[src/rtl/tc_pkg.sv]
package tc_pkg;

   // Source of the next fetch address chosen by the selection logic
   typedef enum logic [1:0] {
      NPC_HOLD = 2'd0,  // miss: refetch the same address from the icache
      NPC_FALL = 2'd1,  // trace end falls through
      NPC_TGT  = 2'd2   // trace end branch predicted taken
   } npc_src_e;

   // Width helper: at least one bit even when a count is zero
   function automatic int unsigned min1(input int unsigned w);
      return (w < 1) ? 1 : w;
   endfunction

endpackage

[src/rtl/tc_line_store.sv]
module tc_line_store #(
   parameter int unsigned ADDR_W = 32,
   parameter int unsigned IDX_W  = 4,
   parameter int unsigned TAG_W  = 26,
   parameter int unsigned FLG_W  = 2,
   parameter int unsigned NBR_W  = 2,
   parameter int unsigned LEN_W  = 5
) (
   input  logic              clk,
   input  logic              rst_n,
   // write side
   input  logic              wr_en,
   input  logic [IDX_W-1:0]  wr_idx,
   input  logic [TAG_W-1:0]  wr_tag,
   input  logic [FLG_W-1:0]  wr_flags,
   input  logic [NBR_W-1:0]  wr_nbr,
   input  logic              wr_ends,
   input  logic [LEN_W-1:0]  wr_len,
   input  logic [ADDR_W-1:0] wr_fall,
   input  logic [ADDR_W-1:0] wr_tgt,
   // registered read side
   input  logic              rd_en,
   input  logic [IDX_W-1:0]  rd_idx,
   output logic              q_valid,
   output logic [TAG_W-1:0]  q_tag,
   output logic [FLG_W-1:0]  q_flags,
   output logic [NBR_W-1:0]  q_nbr,
   output logic              q_ends,
   output logic [LEN_W-1:0]  q_len,
   output logic [ADDR_W-1:0] q_fall,
   output logic [ADDR_W-1:0] q_tgt
);

   localparam int unsigned LINES = 1 << IDX_W;

   logic [LINES-1:0]  vld_q;
   logic [TAG_W-1:0]  tag_q  [LINES];
   logic [FLG_W-1:0]  flg_q  [LINES];
   logic [NBR_W-1:0]  nbr_q  [LINES];
   logic              ends_q [LINES];
   logic [LEN_W-1:0]  len_q  [LINES];
   logic [ADDR_W-1:0] fall_q [LINES];
   logic [ADDR_W-1:0] tgt_q  [LINES];

   // valid bits carry reset; payload arrays are qualified by them
   always_ff @(posedge clk or negedge rst_n) begin
      if (!rst_n) begin
         vld_q <= '0;
      end else if (wr_en) begin
         vld_q[wr_idx] <= 1'b1;
      end
   end

   genvar g;
   generate
      for (g = 0; g < LINES; g++) begin : g_line
         always_ff @(posedge clk) begin
            if (wr_en && (wr_idx == IDX_W'(g))) begin
               tag_q[g]  <= wr_tag;
               flg_q[g]  <= wr_flags;
               nbr_q[g]  <= wr_nbr;
               ends_q[g] <= wr_ends;
               len_q[g]  <= wr_len;
               fall_q[g] <= wr_fall;
               tgt_q[g]  <= wr_tgt;
            end
         end
      end
   endgenerate

   // Read register: samples contents before this edge's write (old data wins)
   always_ff @(posedge clk or negedge rst_n) begin
      if (!rst_n) begin
         q_valid <= 1'b0;
      end else if (rd_en) begin
         q_valid <= vld_q[rd_idx];
      end
   end

   always_ff @(posedge clk) begin
      if (rd_en) begin
         q_tag   <= tag_q[rd_idx];
         q_flags <= flg_q[rd_idx];
         q_nbr   <= nbr_q[rd_idx];
         q_ends  <= ends_q[rd_idx];
         q_len   <= len_q[rd_idx];
         q_fall  <= fall_q[rd_idx];
         q_tgt   <= tgt_q[rd_idx];
      end
   end

endmodule

[src/rtl/tc_path_match.sv]
module tc_path_match #(
   parameter int unsigned MAX_BR = 3,
   parameter int unsigned FLG_W  = 2,
   parameter int unsigned NBR_W  = 2
) (
   input  logic [FLG_W-1:0]  flags,
   input  logic [NBR_W-1:0]  nbr,
   input  logic [MAX_BR-1:0] pred,
   output logic              path_ok
);

   generate
      if (MAX_BR == 1) begin : g_single
         // the only branch is the last one: nothing to compare
         assign path_ok = 1'b1;
      end else begin : g_multi
         logic [MAX_BR-2:0] bit_ok;
         genvar i;
         for (i = 0; i < MAX_BR - 1; i++) begin : g_cmp
            logic inside_path;
            // branch i is internal when i < nbr-1, i.e. i+1 < nbr
            assign inside_path = (NBR_W'(i + 1) < nbr);
            assign bit_ok[i]   = !inside_path || (pred[i] == flags[i]);
         end
         assign path_ok = &bit_ok;
      end
   endgenerate

endmodule

[src/rtl/tc_next_pc.sv]
module tc_next_pc
   import tc_pkg::*;
#(
   parameter int unsigned ADDR_W = 32,
   parameter int unsigned MAX_BR = 3,
   parameter int unsigned NBR_W  = 2
) (
   input  logic              clk,
   input  logic              rst_n,
   input  logic              hit,
   input  logic              ends_br,
   input  logic [NBR_W-1:0]  nbr,
   input  logic [MAX_BR-1:0] pred,
   input  logic [ADDR_W-1:0] req_pc,
   input  logic [ADDR_W-1:0] fall,
   input  logic [ADDR_W-1:0] tgt,
   output logic [ADDR_W-1:0] next_pc
);

   logic     last_taken;
   npc_src_e src;

   // prediction for the final branch sits at position nbr-1
   always_comb begin
      last_taken = 1'b0;
      for (int i = 0; i < MAX_BR; i++) begin
         if (nbr == NBR_W'(i + 1)) last_taken = pred[i];
      end
   end

   always_comb begin
      if (!hit)                                      src = NPC_HOLD;
      else if (ends_br && (nbr != '0) && last_taken) src = NPC_TGT;
      else                                           src = NPC_FALL;
   end

   always_comb begin
      unique case (src)
         NPC_TGT:  next_pc = tgt;
         NPC_FALL: next_pc = fall;
         default:  next_pc = req_pc;
      endcase
   end

   // a trace without a closing branch always continues sequentially
   p_plain_end_falls_r7: assert property (@(posedge clk) disable iff (!rst_n)
      (hit && !ends_br) |-> (next_pc == fall));

   // target is only chosen for a trace closing in a branch
   p_tgt_needs_branch_r6: assert property (@(posedge clk) disable iff (!rst_n)
      (hit && (next_pc != fall) && (tgt != fall)) |-> (ends_br && next_pc == tgt));

endmodule

[src/rtl/tc_fetch_lookup.sv]
module tc_fetch_lookup
   import tc_pkg::*;
#(
   parameter int unsigned ADDR_W  = 32,
   parameter int unsigned IDX_W   = 4,
   parameter int unsigned ALIGN_W = 2,
   parameter int unsigned MAX_BR  = 3,
   parameter int unsigned MAX_LEN = 16,
   localparam int unsigned TAG_W  = ADDR_W - IDX_W - ALIGN_W,
   localparam int unsigned FLG_W  = min1(MAX_BR - 1),
   localparam int unsigned NBR_W  = $clog2(MAX_BR + 1),
   localparam int unsigned LEN_W  = $clog2(MAX_LEN + 1)
) (
   input  logic              clk,
   input  logic              rst_n,
   input  logic              lk_req,
   input  logic [ADDR_W-1:0] lk_pc,
   input  logic [MAX_BR-1:0] lk_pred,
   input  logic              fill_en,
   input  logic [ADDR_W-1:0] fill_pc,
   input  logic [FLG_W-1:0]  fill_flags,
   input  logic [NBR_W-1:0]  fill_nbr,
   input  logic              fill_ends_br,
   input  logic [LEN_W-1:0]  fill_len,
   input  logic [ADDR_W-1:0] fill_fall,
   input  logic [ADDR_W-1:0] fill_tgt,
   output logic              rsp_valid,
   output logic              hit,
   output logic [LEN_W-1:0]  inst_cnt,
   output logic [ADDR_W-1:0] next_pc
);

   // elaboration-time parameter checks
   generate
      if (MAX_BR < 1) begin : g_bad_br
         $error("tc_fetch_lookup: MAX_BR must be at least 1");
      end
      if (IDX_W < 1 || IDX_W > 10) begin : g_bad_idx
         $error("tc_fetch_lookup: IDX_W must be 1..10");
      end
      if (ADDR_W <= IDX_W + ALIGN_W) begin : g_bad_addr
         $error("tc_fetch_lookup: ADDR_W too small for index and alignment");
      end
      if (MAX_LEN < 1) begin : g_bad_len
         $error("tc_fetch_lookup: MAX_LEN must be at least 1");
      end
   endgenerate

   logic [IDX_W-1:0] lk_idx, wr_idx;
   logic [TAG_W-1:0] wr_tag;
   assign lk_idx = lk_pc[ALIGN_W +: IDX_W];
   assign wr_idx = fill_pc[ALIGN_W +: IDX_W];
   assign wr_tag = fill_pc[ADDR_W-1 -: TAG_W];

   // captured request for the response cycle
   logic              req_q;
   logic [ADDR_W-1:0] pc_q;
   logic [MAX_BR-1:0] pred_q;

   always_ff @(posedge clk or negedge rst_n) begin
      if (!rst_n) req_q <= 1'b0;
      else        req_q <= lk_req;
   end

   always_ff @(posedge clk) begin
      if (lk_req) begin
         pc_q   <= lk_pc;
         pred_q <= lk_pred;
      end
   end

   logic              l_valid, l_ends;
   logic [TAG_W-1:0]  l_tag;
   logic [FLG_W-1:0]  l_flags;
   logic [NBR_W-1:0]  l_nbr;
   logic [LEN_W-1:0]  l_len;
   logic [ADDR_W-1:0] l_fall, l_tgt;

   tc_line_store #(
      .ADDR_W(ADDR_W), .IDX_W(IDX_W), .TAG_W(TAG_W),
      .FLG_W(FLG_W), .NBR_W(NBR_W), .LEN_W(LEN_W)
   ) u_store (
      .clk      (clk),
      .rst_n    (rst_n),
      .wr_en    (fill_en),
      .wr_idx   (wr_idx),
      .wr_tag   (wr_tag),
      .wr_flags (fill_flags),
      .wr_nbr   (fill_nbr),
      .wr_ends  (fill_ends_br),
      .wr_len   (fill_len),
      .wr_fall  (fill_fall),
      .wr_tgt   (fill_tgt),
      .rd_en    (lk_req),
      .rd_idx   (lk_idx),
      .q_valid  (l_valid),
      .q_tag    (l_tag),
      .q_flags  (l_flags),
      .q_nbr    (l_nbr),
      .q_ends   (l_ends),
      .q_len    (l_len),
      .q_fall   (l_fall),
      .q_tgt    (l_tgt)
   );

   logic path_ok, tag_ok;

   tc_path_match #(
      .MAX_BR(MAX_BR), .FLG_W(FLG_W), .NBR_W(NBR_W)
   ) u_path (
      .flags   (l_flags),
      .nbr     (l_nbr),
      .pred    (pred_q),
      .path_ok (path_ok)
   );

   assign tag_ok    = (l_tag == pc_q[ADDR_W-1 -: TAG_W]);
   assign rsp_valid = req_q;
   assign hit       = req_q && l_valid && tag_ok && path_ok;
   assign inst_cnt  = hit ? l_len : '0;

   tc_next_pc #(
      .ADDR_W(ADDR_W), .MAX_BR(MAX_BR), .NBR_W(NBR_W)
   ) u_npc (
      .clk     (clk),
      .rst_n   (rst_n),
      .hit     (hit),
      .ends_br (l_ends),
      .nbr     (l_nbr),
      .pred    (pred_q),
      .req_pc  (pc_q),
      .fall    (l_fall),
      .tgt     (l_tgt),
      .next_pc (next_pc)
   );

   // one response per request, exactly one cycle later
   p_rsp_after_req_r2: assert property (@(posedge clk) disable iff (!rst_n)
      lk_req |=> rsp_valid);
   p_no_rsp_idle_r2: assert property (@(posedge clk) disable iff (!rst_n)
      !lk_req |=> !rsp_valid);

   // a miss hands back the address that was looked up
   p_miss_holds_pc_r8: assert property (@(posedge clk) disable iff (!rst_n)
      lk_req |=> (hit || next_pc == $past(lk_pc)));

   // nothing is delivered without a hit
   p_miss_no_insts_r5: assert property (@(posedge clk) disable iff (!rst_n)
      !hit |-> (inst_cnt == '0));

   // a hit is only ever reported in a response cycle
   p_hit_in_rsp_r3: assert property (@(posedge clk) disable iff (!rst_n)
      hit |-> rsp_valid);

   // a line that closes in a branch must count that branch
   p_fill_shape_r6: assert property (@(posedge clk) disable iff (!rst_n)
      (fill_en && fill_ends_br) |-> (fill_nbr != '0));
   p_fill_nbr_range_r4: assert property (@(posedge clk) disable iff (!rst_n)
      fill_en |-> (fill_nbr <= NBR_W'(MAX_BR)));

endmodule

[config.mk]
export PLATFORM = sky130hd
export DESIGN_NAME = tc_fetch_lookup
export DESIGN_NICKNAME = d
export VERILOG_FILES = /design/src/rtl/tc_pkg.sv /design/src/rtl/tc_line_store.sv /design/src/rtl/tc_path_match.sv /design/src/rtl/tc_next_pc.sv /design/src/rtl/tc_fetch_lookup.sv
export SDC_FILE = /design/constraint.sdc
export NUM_CORES = 1
export LEC_CHECK = 0
export BUFFER_PORTS_ARGS = -buffer_cell sky130_fd_sc_hd__clkbuf_2
export CORE_ASPECT_RATIO = 2
export CORE_UTILIZATION = 44
export CTS_BUF_LIST = sky130_fd_sc_hd__clkbuf_16
export DETAILED_ROUTE_END_ITERATION = 8
export PLACE_DENSITY = 0.63
export SYNTH_ARGS = -nofsm -noshare
export SYNTH_HDL_FRONTEND = slang
export SYNTH_SLANG_ARGS = --single-unit
[constraint.sdc]
create_clock -name clk -period 3.7 [get_ports clk]
set_input_delay 0 -clock clk [delete_from_list [all_inputs] [get_ports clk]]
set_output_delay 0 -clock clk [all_outputs]
set_load 0.02 [all_outputs]
==> results of run 1 <==
-- cells in the final DEF, fill, tap and decap left out, types with 28 or more instances in the layout --
master	count
sky130_fd_sc_hd__mux4_2	504
sky130_fd_sc_hd__mux2_2	62
sky130_fd_sc_hd__clkbuf_16	152
sky130_fd_sc_hd__edfxtp_1	1735
sky130_fd_sc_hd__buf_12	53
sky130_fd_sc_hd__dlygate4sd3_1	173
sky130_fd_sc_hd__buf_4	43
sky130_fd_sc_hd__clkbuf_2	176
sky130_fd_sc_hd__xor2_1	28
sky130_fd_sc_hd__clkinv_1	37
-- path summary, 6_finish.rpt --
check | startpoint | slack [ns] | depth (start not counted) | endpoint
min in group asynchronous | rst_n | 0.42 | 3 | u_store.vld_q[12]
worst max register to register | u_store.tag_q[15][0] | 1.92 | 2 | u_store.q_tag[0]
worst max-delay path | pc_q[6] | 0.28 | 7 | next_pc[25]
max in group asynchronous | rst_n | 2.76 | 3 | u_store.vld_q[6]
worst min-delay path | lk_pc[4] | 0.08 | 2 | pc_q[4]
worst min register to register | u_store.vld_q[6] | 0.47 | 1 | u_store.vld_q[6]
-- worst max-delay path: stages (launching register included) --
cell and delay (ns):
sky130_fd_sc_hd__edfxtp_1 0.45, sky130_fd_sc_hd__xor2_1 0.17, sky130_fd_sc_hd__nor4_1 0.40, sky130_fd_sc_hd__nand4_1 0.34, sky130_fd_sc_hd__nor3_4 0.32, sky130_fd_sc_hd__buf_4 0.37, sky130_fd_sc_hd__mux2_2 0.41, sky130_fd_sc_hd__clkbuf_2 0.17
-- cells by family (layout without fill, tap and decap cells) --
group	count (synthesis)	count (layout)
buf+inv	119	717
other cells	0	8
mux	572	572
compound gates	4	4
simple gates	60	60
flops	1753	1753
xor+xnor	28	28
-- flip-flops by register name, indices dropped and copies added, names as in the netlist --
| signal | cells |
|---|---|
| u_store.ends_q | 16 |
| u_store.vld_q | 16 |
| pc_q | 32 |
| rsp_valid | 1 |
| u_store.flg_q | 32 |
| u_store.tgt_q | 512 |
| u_store.q_fall | 32 |
| u_store.q_len | 5 |
| u_store.fall_q | 512 |
| u_store.q_tag | 26 |
| u_store.tag_q | 416 |
| u_store.nbr_q | 32 |
| u_store.q_valid | 1 |
| u_store.q_nbr | 2 |
| u_store.q_flags | 2 |
| u_store.q_tgt | 32 |
| pred_q | 3 |
| u_store.len_q | 80 |
| u_store.q_ends | 1 |
-- cell type report --
cell class | instances | area (um2) | area share (%)
multi-input cells | 664 | 12900 | 16.7
repair buffers | 450 | 4070 | 5.29
clock buffers | 152 | 3800 | 4.95
well taps | 1919 | 2400 | 3.13
flip-flops and latches | 1753 | 52600 | 68.4
diodes | 8 | 20.0 | 0.0261
clock inverters | 114 | 1110 | 1.44
inverters | 1 | 3.75 | 0.00489
-- timing repair --
action,CTS,global route
hold buffers,173,0
setup endpoints to repair,0,0
hold endpoints to repair,1724,0
-- per-layer routing --
metal | GRT usage, % | wire length, um | vias up | share of wire, %
met3 | 2.71 | 8270 | 218 | 5.3
met5 | 0 | 110 | - | 0.070
met1 | 27.8 | 61700 | 16244 | 39
met4 | 6.47 | 3890 | 16 | 2.5
li1 | - | - | 12017 | -
met2 | 36.7 | 82900 | 987 | 53
-- stage by stage --
step | hold WS (ns) | instance area [um2] | setup slack [ns]
after floorplan | -0.296 | 65900 | -1.62
after global placement | -0.0560 | 70100 | 0.938
after detailed placement | -0.0290 | 70100 | 1.04
after CTS | 0.0393 | 76800 | 0.165
after global routing | 0.0763 | 76800 | 0.133
final | 0.0754 | 76800 | 0.276
-- report_power, final --
part           total [mW]  switching (mW)  internal, mW
Combinational        2.32            1.25          1.08
Clock                15.8            7.06          8.72
Sequential           22.6           0.204          22.4
==> flow_summary_export.csv, run 1 <==
group,metric,value,unit
cts,clkTransAtPathRegs,0.07,ns
pwr,vdd_drop_max,0.592,mV
cts,cts_tree,"built",
timing,finalSetupViolations,0,
synth,synth.avg_cell_area,26.0,um2
pwr,report.power.total,40.7,mW
outcome,run_status,"finished, final reports clean",
floorplan,initial_core_utilization,44.3,%
pwr,power.leakage,24.3,nW
synth,synth_cell_types,27,
cts,h-tree-depth,4,
timing,final_max_slew_viol_count,0,
synth,synth_top_cell_area_share,79.2,%
detailed_routing,wire_per_inst,31.0,um
cts,ctsRootBufferMaster,"sky130_fd_sc_hd__clkbuf_16",
floorplan,core,148000,um2
timing,clock-skew-final,0.0360,ns
run,max_cap_viols,0,
pwr,pwr_cell_area,530,nW/um2
synth,synth.yosys.seq_area_share,79.8,%
cts,ctsLongestPathBuffers,3,
synth,synth-xor-area-share,0.373,%
synth,cell_count_after_synthesis,2536,
synth,largest_family_of_logic_cells_by_synthesized_area,"multiplexers",
synth,post-synth-top-area-cell,"sky130_fd_sc_hd__edfxtp_1",
placement,detailed_place_hpwl,85600,um
timing,maxSlewHeadroom,21.7,%
synth,synth-edff-count,1735,
synth,synth_compound_gate_area_share,0.0304,%
synth,synth.most_common_cell,"sky130_fd_sc_hd__edfxtp_1",
floorplan,io-pin-count,184,
timing,unrepaired_setup_endpoints_after_global_routing,"no",
cts,inserted_clock_buffers,149,
floorplan,num_rows,200,
detailed_routing,drt-vias-per-instance,5.83,
setup_path,timing.critical_path.from_type,"flop",
detailed_routing,drtAntennaViolNets,0,
synth,syn_nets,2681,
timing,min_period,3.42,ns
global_route,pin_count_of_the_biggest_net_entering_global_routing,102,
global_route,via_count_of_the_first_global_routing_pass,31764,
setup_path,critical_path.max_fanout,23,
setup_path,critical_path_arrival,3.42,ns
detailed_routing,count_of_vias_placed_by_the_detailed_router,29482,
worst_hold_path,worst_hold_class,"input pin to flop",
detailed_routing,drc,0,
floorplan,die_height,549,um
cts,clock_sink_count,1753,
synth,synth.cell_area,65800,um2
cts,clk-insertion-delay-late,0.78,ns
setup_path,critPathCaptureType,"primary output",
timing,finalCritPeriodShare,92.5,%
synth,synth_simple_gate_area_share,0.513,%
global_route,wire_length_of_the_first_global_routing_pass,225000,um
floorplan,floorplan.die_area,151000,um2
layout,layout-drive-gt1-share,34.5,%
layout,num-fill-cells,11175,
cts,cts_setup_buffers,0,
synth,synth_top_cells_by_area,"sky130_fd_sc_hd__edfxtp_1 (79%), sky130_fd_sc_hd__mux4_2 (17%), sky130_fd_sc_hd__mux2_2 (1.1%), sky130_fd_sc_hd__dfrtp_1 (0.68%), sky130_fd_sc_hd__xor2_1 (0.37%)",
placement,place.detailed.instances,4614,
global_route,global_route.usage.total,21.2,%
synth,synth.ff_latch_count,1753,
timing,achievable-frequency,0.292,GHz
synth,synthArstFlopShare,1.03,%
global_route,grt_antenna_before_repair,18,
synth,most_common_flop_cell_mapped_by_yosys,"sky130_fd_sc_hd__edfxtp_1",
synth,ys_warn_count,0,
detailed_routing,detailedRoute.firstIterationViolations,2793,
placement,gp_congestion,0.748,
global_route,grt_remaining_overflow,0,
floorplan,die-width,275,um
timing,hold_viol_final,0,
detailed_routing,wirelength,157000,um
layout,postLayoutCoreUtil,51.8,%
cts,ctsResizeCount,0,
timing,setup_tns,0,ns
placement,place.port_buffers,181,
detailed_routing,drt_pre_antenna_iters,5,
synth,synthAdderAreaFrac,0,%
layout,syn2layout_area_growth,16.7,%
setup_path,crit_type,"flop to primary output",
layout,instances_no_fill,5061,
layout,final_net_count,3164,
synth,post_synth_most_frequent_cells,"sky130_fd_sc_hd__edfxtp_1 (1735), sky130_fd_sc_hd__mux4_2 (504), sky130_fd_sc_hd__mux2_2 (62)",
synth,yosys-mux-area-fraction,18.4,%
timing,slew_worst_pin,1.17,ns
setup_path,crit_required,3.70,ns
Power figures use the tool's default switching activity.
==> run 2, diff against run 1 <==
CORE_ASPECT_RATIO = 0.8   (was 2)
==> run 2 against run 1 <==
- first-iteration DRC count up 12%
- count of clock-buffer cells in the layout is 26 higher
- clock power is 6% higher
- flip-flop and latch count stayed put
- final cell count increased by 2.0%
- clock skew is essentially flat
- global-route usage is 0.62 points lower
- largest power group unchanged
- highest routed layer unchanged
==> flow_summary_export.csv, run 2 (synthesis results as in run 1) <==
group,metric,value,unit
placement,gp_congestion,0.757,
cts,ctsRootBufferMaster,"sky130_fd_sc_hd__clkbuf_16",
setup_path,timing.critical_path.from_type,"flop",
layout,num-fill-cells,11044,
cts,h-tree-depth,4,
detailed_routing,drt-vias-per-instance,5.70,
layout,layout-drive-gt1-share,34.6,%
worst_hold_path,worst_hold_class,"input pin to flop",
layout,leading_cell_types_in_the_layout_fill_and_taps_excluded,"sky130_fd_sc_hd__edfxtp_1 (1735), sky130_fd_sc_hd__mux4_2 (504), sky130_fd_sc_hd__clkbuf_16 (178)",
cts,clkTransAtPathRegs,0.06,ns
placement,placed_cell_area,70000,um2
global_route,global_route.usage.total,20.6,%
cts,clk-insertion-delay-late,0.79,ns
timing,achievable-frequency,0.284,GHz
timing,min_period,3.52,ns
setup_path,path_delay_family,"simple AND/OR/NAND/NOR gates",
timing,hold_viol_final,0,
global_route,via_count_of_the_first_global_routing_pass,30893,
setup_path,worst_path_largest_cell_delay,0.57,ns
setup_path,crit_chain,"xor2_1 -> nor4_1 -> nand4_1 -> nor3_4 -> buf_12 -> mux2_2 -> clkbuf_2",
outcome,run_status,"finished, final reports clean",
detailed_routing,drtAntennaViolNets,0,
run,max_cap_viols,0,
pwr,vdd_drop_max,0.384,mV
layout,instances_no_fill,5160,
setup_path,crit_required,3.70,ns
floorplan,die-width,434,um
floorplan,core,148000,um2
detailed_routing,count_of_vias_placed_by_the_detailed_router,29428,
layout,post-route-cell-area,77200,um2
floorplan,io-pin-count,184,
global_route,wire_length_of_the_first_global_routing_pass,220000,um
layout,final_net_count,3166,
cts,inserted_clock_buffers,171,
global_route,grt_remaining_overflow,0,
pwr,pwr_cell_area,540,nW/um2
cts,cts_tree,"built",
placement,place.port_buffers,181,
detailed_routing,wirelength,153000,um
setup_path,crit_type,"flop to primary output",
layout,postLayoutCoreUtil,52.1,%
placement,place.detailed.instances,4659,
timing,finalSetupViolations,0,
detailed_routing,drc,0,
setup_path,critical_path.max_fanout,38,
timing,unrepaired_setup_endpoints_after_global_routing,"no",
global_route,pin_count_of_the_biggest_net_entering_global_routing,102,
floorplan,initial_core_utilization,44.5,%
layout,largestRegisters,"u_store.fall_q x512, u_store.tgt_q x512, u_store.tag_q x416",
floorplan,num_rows,126,
setup_path,cpMaxStageDelayCell,"sky130_fd_sc_hd__edfxtp_1",
setup_path,critical_path_buf_inv_count,2,
detailed_routing,wire_per_inst,29.7,um
timing,maxSlewHeadroom,28.5,%
timing,clock-skew-final,0.0364,ns
layout,syn2layout_area_growth,17.3,%
floorplan,die_height,348,um
setup_path,critPathCaptureType,"primary output",
placement,detailed_place_hpwl,80100,um
cts,clock_sink_count,1753,
pwr,report.power.total,41.7,mW
layout,leading_cell_type_in_the_layout_fill_and_taps_excluded,"sky130_fd_sc_hd__edfxtp_1",
cts,ctsLongestPathBuffers,3,
floorplan,floorplan.die_area,151000,um2
timing,slew_worst_pin,1.07,ns
detailed_routing,drt_pre_antenna_iters,5,
timing,final_max_slew_viol_count,0,
detailed_routing,detailedRoute.firstIterationViolations,3138,
setup_path,critical_path_arrival,3.52,ns
cts,cts_setup_buffers,0,
timing,finalCritPeriodShare,95.1,%
pwr,power.leakage,24.5,nW
global_route,grt_antenna_before_repair,21,
-- run 2: cell types whose count changed in the layout (fill, tap and decap cells not counted), sizes merged --
cell / change
diode: +1
clkinvlp: +1
bufinv: -4
clkbuf: +26
inv: +6
clkinv: +24
buf: -20
-- run 2: final cells by class --
class	count	area, um2	share of cell area, %
inverter	1	3.75	0.00486
clock buffer	178	4450	5.77
tap	1984	2480	3.22
antenna	9	22.5	0.0292
multi-input combinational	664	12900	16.7
clock inverter	141	993	1.29
sequential	1753	52600	68.1
timing repair buffer	430	3800	4.93
-- run 2: worst paths after layout --
path | slack (ns) | endpoint | startpoint | cells past startpoint
worst max-delay path | 0.18 | next_pc[6] | pc_q[7] | 7
worst min-delay path | 0.05 | pred_q[2] | lk_pred[2] | 2
worst max register to register | 1.94 | u_store.q_tag[20] | u_store.tag_q[11][20] | 2
worst min register to register | 0.47 | u_store.vld_q[3] | u_store.vld_q[3] | 1
max in group asynchronous | 2.79 | u_store.vld_q[4] | rst_n | 3
min in group asynchronous | 0.41 | u_store.vld_q[6] | rst_n | 3
-- run 2: power breakdown --
| group | switching [mW] | internal [mW] | leakage, nW |
|---|---|---|---|
| clock | 7.18 | 9.59 | 2.81 |
| sequential | 0.196 | 22.4 | 16.0 |
| combinational | 1.23 | 1.06 | 5.78 |
| total | 8.61 | 33.1 | 24.5 |
-- run 2: what timing repair did --
item	CTS	global route
endpoints found under the hold margin	1740	1
endpoints found under the setup margin	3	0
hold buffers	172	1
resized for setup	2	0
-- run 2: through the flow --
stage	hold WS, ns	setup slack (ns)	TNS (ns)
CTS	0.00227	0.0502	0
detailed placement	-0.0383	0.842	0
global placement	-0.0494	0.862	0
global route	0.0123	0.0738	0
finish	0.0500	0.179	0
floorplan	-0.296	-1.62	-1786.10
-- run 2: layer usage --
layer  share of wire, %  up-vias  GRT usage [%]
met5              0.060        -              0
met4                2.3       16           5.68
li1                   -    12072              -
met3                5.9      215           3.74
met2                 51     1044           34.6
met1                 40    16081           27.6
